[src/rtl/uart_pd_pkg.sv]
package uart_pd_pkg;

  typedef enum logic {
    PWR_ON   = 1'b0,
    PWR_DOWN = 1'b1
  } pwr_state_e;

  localparam int unsigned SYNC_DEPTH_DEF = 2;
  localparam int unsigned NUM_ASYNC_LINES = 2;
  localparam int unsigned LINE_RXD = 0;
  localparam int unsigned LINE_RI  = 1;

endpackage

[src/rtl/pd_line_sync.sv]
module pd_line_sync #(
  parameter int unsigned STAGES  = 2,
  parameter logic        RST_VAL = 1'b1
) (
  input  logic clk,
  input  logic rst,
  input  logic line_in,
  output logic toggle
);
  localparam int unsigned LAST = STAGES;

  logic [LAST:0] sh_q;

  always_ff @(posedge clk) begin
    if (rst) sh_q[0] <= RST_VAL;
    else     sh_q[0] <= line_in;
  end

  for (genvar i = 1; i <= LAST; i++) begin : g_stage
    always_ff @(posedge clk) begin
      if (rst) sh_q[i] <= RST_VAL;
      else     sh_q[i] <= sh_q[i-1];
    end
  end

  assign toggle = sh_q[LAST] ^ sh_q[LAST-1];

endmodule

[src/rtl/pd_half_ctrl.sv]
module pd_half_ctrl
  import uart_pd_pkg::*;
(
  input  logic clk,
  input  logic rst,
  input  logic auto_en,
  input  logic idle,
  input  logic wake,
  input  logic force_pd,
  output logic pd,
  output logic clk_en
);
  pwr_state_e st_q, st_d;
  logic       seen_q;

  always_comb begin
    st_d = st_q;
    if (force_pd)                        st_d = PWR_DOWN;
    else if (wake || !auto_en || !idle)  st_d = PWR_ON;
    else if (st_q == PWR_ON && seen_q)   st_d = PWR_DOWN;
  end

  always_ff @(posedge clk) begin
    if (rst) begin
      st_q   <= PWR_ON;
      seen_q <= 1'b0;
    end else begin
      st_q   <= st_d;
      seen_q <= idle && !wake;
    end
  end

  assign pd     = (st_q == PWR_DOWN);
  assign clk_en = !pd || (wake && !force_pd);

endmodule

[src/rtl/uart_autopd_ctrl.sv]
module uart_autopd_ctrl
  import uart_pd_pkg::*;
#(
  parameter int unsigned SYNC_DEPTH = SYNC_DEPTH_DEF
) (
  input  logic clk,
  input  logic rst,
  input  logic auto_en_tx,
  input  logic auto_en_rx,
  input  logic force_pd,
  input  logic thr_wr,
  input  logic thr_empty,
  input  logic tsr_empty,
  input  logic rx_fifo_empty,
  input  logic rx_hunt,
  input  logic rxd_in,
  input  logic ri_in,
  input  logic ri_clr,
  output logic tx_pd,
  output logic rx_pd,
  output logic tx_clk_en,
  output logic rx_clk_en,
  output logic ri_irq
);
  logic [NUM_ASYNC_LINES-1:0] line_raw;
  logic [NUM_ASYNC_LINES-1:0] line_tgl;
  logic                       ri_irq_q;

  assign line_raw[LINE_RXD] = rxd_in;
  assign line_raw[LINE_RI]  = ri_in;

  for (genvar g = 0; g < NUM_ASYNC_LINES; g++) begin : g_sync
    pd_line_sync #(
      .STAGES  (SYNC_DEPTH),
      .RST_VAL (1'b1)
    ) u_sync (
      .clk     (clk),
      .rst     (rst),
      .line_in (line_raw[g]),
      .toggle  (line_tgl[g])
    );
  end

  pd_half_ctrl u_tx_half (
    .clk      (clk),
    .rst      (rst),
    .auto_en  (auto_en_tx),
    .idle     (thr_empty && tsr_empty),
    .wake     (thr_wr),
    .force_pd (force_pd),
    .pd       (tx_pd),
    .clk_en   (tx_clk_en)
  );

  pd_half_ctrl u_rx_half (
    .clk      (clk),
    .rst      (rst),
    .auto_en  (auto_en_rx),
    .idle     (rx_fifo_empty && rx_hunt),
    .wake     (line_tgl[LINE_RXD]),
    .force_pd (force_pd),
    .pd       (rx_pd),
    .clk_en   (rx_clk_en)
  );

  always_ff @(posedge clk) begin
    if (rst)                    ri_irq_q <= 1'b0;
    else if (line_tgl[LINE_RI]) ri_irq_q <= 1'b1;
    else if (ri_clr)            ri_irq_q <= 1'b0;
  end

  assign ri_irq = ri_irq_q;

endmodule

[config.mk]
export PLATFORM = sky130hd
export DESIGN_NAME = uart_autopd_ctrl
export DESIGN_NICKNAME = d
export VERILOG_FILES = /design/src/rtl/uart_pd_pkg.sv /design/src/rtl/pd_line_sync.sv /design/src/rtl/pd_half_ctrl.sv /design/src/rtl/uart_autopd_ctrl.sv
export SDC_FILE = /design/constraint.sdc
export NUM_CORES = 1
export LEC_CHECK = 0
export BUFFER_PORTS_ARGS = -buffer_cell sky130_fd_sc_hd__buf_4
export CAP_MARGIN = 15
export CELL_PAD_IN_SITES_DETAIL_PLACEMENT = 2
export CELL_PAD_IN_SITES_GLOBAL_PLACEMENT = 2
export CORE_ASPECT_RATIO = 1.1
export CORE_MARGIN = 5
export CORE_UTILIZATION = 24
export CTS_CLUSTER_SIZE = 24
export DETAILED_ROUTE_END_ITERATION = 8
export PLACE_DENSITY = 0.8
export SYNTH_ARGS = -nofsm -noshare
export SYNTH_HDL_FRONTEND = slang
export SYNTH_HIERARCHICAL = 1
export SYNTH_SLANG_ARGS = --single-unit
[constraint.sdc]
create_clock -name clk -period 1.15 [get_ports clk]
set_input_delay 0.0575 -clock clk [delete_from_list [all_inputs] [get_ports clk]]
set_output_delay 0.0575 -clock clk [all_outputs]
set_load 0.03 [all_outputs]
==> run summary <==
Pint = 0.0006008 W
Clk network pwr share = 0.330
Leakage = 0.2668 nW
Drt first-iter violations = 1
Post-Syn Area = 389.1 µm²
RSZ-0062 raised after global routing = true
CTS Buffer Depth = 2
Commonest cells after routing, fill and taps aside = buf_4 (18), dfxtp_1 (9), or2_1 (6)
Sw frac = 0.2369
Placer Congestion = 0.6407
DP HPWL = 714 µm
Reg-to-reg setup timing slack = 90 ps
Cells on worst reg2reg path = 4
Crit start category = flip-flop
Total track usage = 0.09235
Crit. End Element = output pin
Crit Path Class = flip-flop to output pin
Num ports = 18
Max VDD drop = 0.0004371 V
Placed Cells incl. Taps = 70
Crit path max fanout = 2
# Max-Cap Violations = 0
Initial antenna violation count = 0
Max-slew headroom = 0.8796
Port buffer count = 17
Post-Route WL = 931 µm
DR pass1 iterations = 4
Worst-margin pin slew = 179.8 ps
Slowest CP cell = dfxtp_2
First-pass GRT wire length = 1.593 mm
Tmin final = 1166 ps
Via count = 334
Largest net degree at the start of global routing = 12
Arrival time worst endpoint = 1110 ps
Crit path cell chain = xor2_2 -> inv_1 -> o21ai_1 -> buf_4
H-tree Lvls = 1
CTS Sinks = 11
Reg2reg start = g_sync[0].u_sync/sh_q[1]
Sequential Power Share = 0.518
Vias/cell = 4.282
Post-synthesis sequential area ratio = 0.5659
Max frequency = 857.7 MHz
Crit path capture = rx_clk_en
Final setup fails = 1
#FFs+latches synth = 11
Post-route ant nets = 0
CTS tree = done
Failing checks = setup timing
Yosys warning count = 6
CP Launch Point = g_sync[0].u_sync/sh_q[1]
# diodes = 0
Chip height = 52.23 µm
Width of the chip = 48.39 µm
Fin Setup TNS = -15.88 ps
Fin. Hold Viols = 0
CORE AREA = 1558 µm²
Layout Nets = 75
Avg Inst Size Synth = 10.81 µm²
Final Non-Filler Cells = 78
Cell variety after synth = 11
Mapped Cells = 36
Avg WL per Cell = 11.94 µm
Final worst slack = -15.88 ps
Pwr Total = 0.0007873 W
Num CTS Buffers = 3
Remaining DRCs = 0
Critical R2R Capture = u_rx_half/pd
Worst Hold Class = primary input to flip-flop
Pwr Density = 1287 nW/µm²
Syn nets = 49
Fraction of layout cells with a size suffix above 1 = 0.4426
Area post-placement = 538.0 µm²
Clock Pin Slew Worst Setup and Hold Paths = 70 ps
Comb pwr share = 0.153
Starting density of the core = 0.2498
Rows = 15
CP peak stage delay = 340 ps
Psw = 0.0001865 W
Final instance area = 611.8 µm²
Final worst clock skew = 1.897 ps
Root Driver = clkbuf_4
Vias in the first global route = 368
CP required = 1090 ps
Die ar. = 2527 µm²
Final period util = 1.014
Worst-Skew Late Latency = 270 ps
P&R area growth vs syn = 57.23%
Final Max Tran Viols = 0
Remaining global-route overflow = 0
Status = finished, violations left
Most common cell after layout, fill and taps aside = buf_4
-- worst min-delay path by stage --
stage / startpoint / depth (start not counted) / end / slack [ps]
floorplan: rst / 1 / ri_irq / 120
global placement: ri_in / 2 / g_sync[1].u_sync/sh_q[0] / 240
detailed placement: rxd_in / 2 / g_sync[0].u_sync/sh_q[0] / 240
CTS: rst / 2 / ri_irq / 40
global route: rst / 2 / ri_irq / 50
finish: rst / 2 / ri_irq / 30
-- state kept, by name, summed over array words and instances (netlist names) --
name,cells
g_sync.u_sync/sh_q,6
ri_irq,1
u_rx_half/pd,1
u_rx_half/seen_q,1
u_tx_half/pd,1
u_tx_half/seen_q,1
-- worst max-delay path: cells and delay by family, from the launching register on --
family	cells	cell delay, ps
flops	1	340
xor+xnor	1	170
compound gates	1	110
buf+inv	2	220
-- cells by family (layout without fill, tap and decap cells) --
kind of cell	Yosys count	after routing	share of synthesized area
flops	11	11	0.5659
xor+xnor	2	2	0.04502
simple gates	11	11	0.2090
compound gates	7	7	0.1318
buf+inv	5	30	0.04824
-- power by group through the flow --
stage / Sequential [W] / Combinational, W / Clock, W
after global placement: 0.000414 / 0.000107 / 0
after CTS: 0.000408 / 0.000123 / 0.000269
after detailed placement: 0.000415 / 0.000111 / 0
after global routing: 0.000409 / 0.000132 / 0.000286
after floorplan: 0.000425 / 0.0000379 / 0
final: 0.000408 / 0.000120 / 0.000259
-- layer usage --
layer	part of all wire	vias up	global-route usage	routed length, µm
li1	-	163	-	-
met1	0.36	156	0.06944	332
met2	0.56	13	0.1587	517
met3	0.066	2	0.03419	61
met4	0.021	0	0.1244	20
met5	0	-	0	0
-- area by class of cell --
cell class              instances  area, µm²
fillers                       172      945.9
multi-input cells              20      157.7
well taps                      17      21.27
flip-flops and latches         11      222.7
repair buffers                 21      165.2
inverters                       5      18.77
clock buffers                   4      26.28
-- through the flow --
stage | util | hold slack, ps | worst slack [ps]
2_1_floorplan | - | 119.9 | 64.79
3_3_place_gp | 0.3454 | 236.6 | 227.3
3_5_place_dp | 0.3454 | 242.9 | 158.2
4_1_cts | 0.3928 | 38.89 | -5.689
5_1_grt | 0.3928 | 45.09 | -80.47
6_report | 0.3928 | 30.88 | -15.88
-- Yosys cell counts --
master / n / area [µm²]
and2_1: 2 / 12.51
inv_1: 5 / 18.77
xor2_1: 2 / 17.52
a22o_1: 2 / 17.52
nand2b_1: 1 / 6.260
o21ai_0: 2 / 10.01
a21oi_2: 1 / 8.760
dfxtp_1: 11 / 220.2
nor3b_2: 2 / 25.02
or2_1: 6 / 37.54
o21a_1: 2 / 15.01
-- what timing repair did --
| action | 4_1_cts | 5_1_grt |
|---|---|---|
| gates resized for setup | 3 | 1 |
| endpoints found under the setup margin | 1 | 2 |
| setup buffers | 1 | 0 |
| hold buffers | 3 | 0 |
| pin swaps | 2 | 1 |
| hold endpoints to repair | 3 | 0 |
No activity file was read; power rests on OpenSTA's default activity.
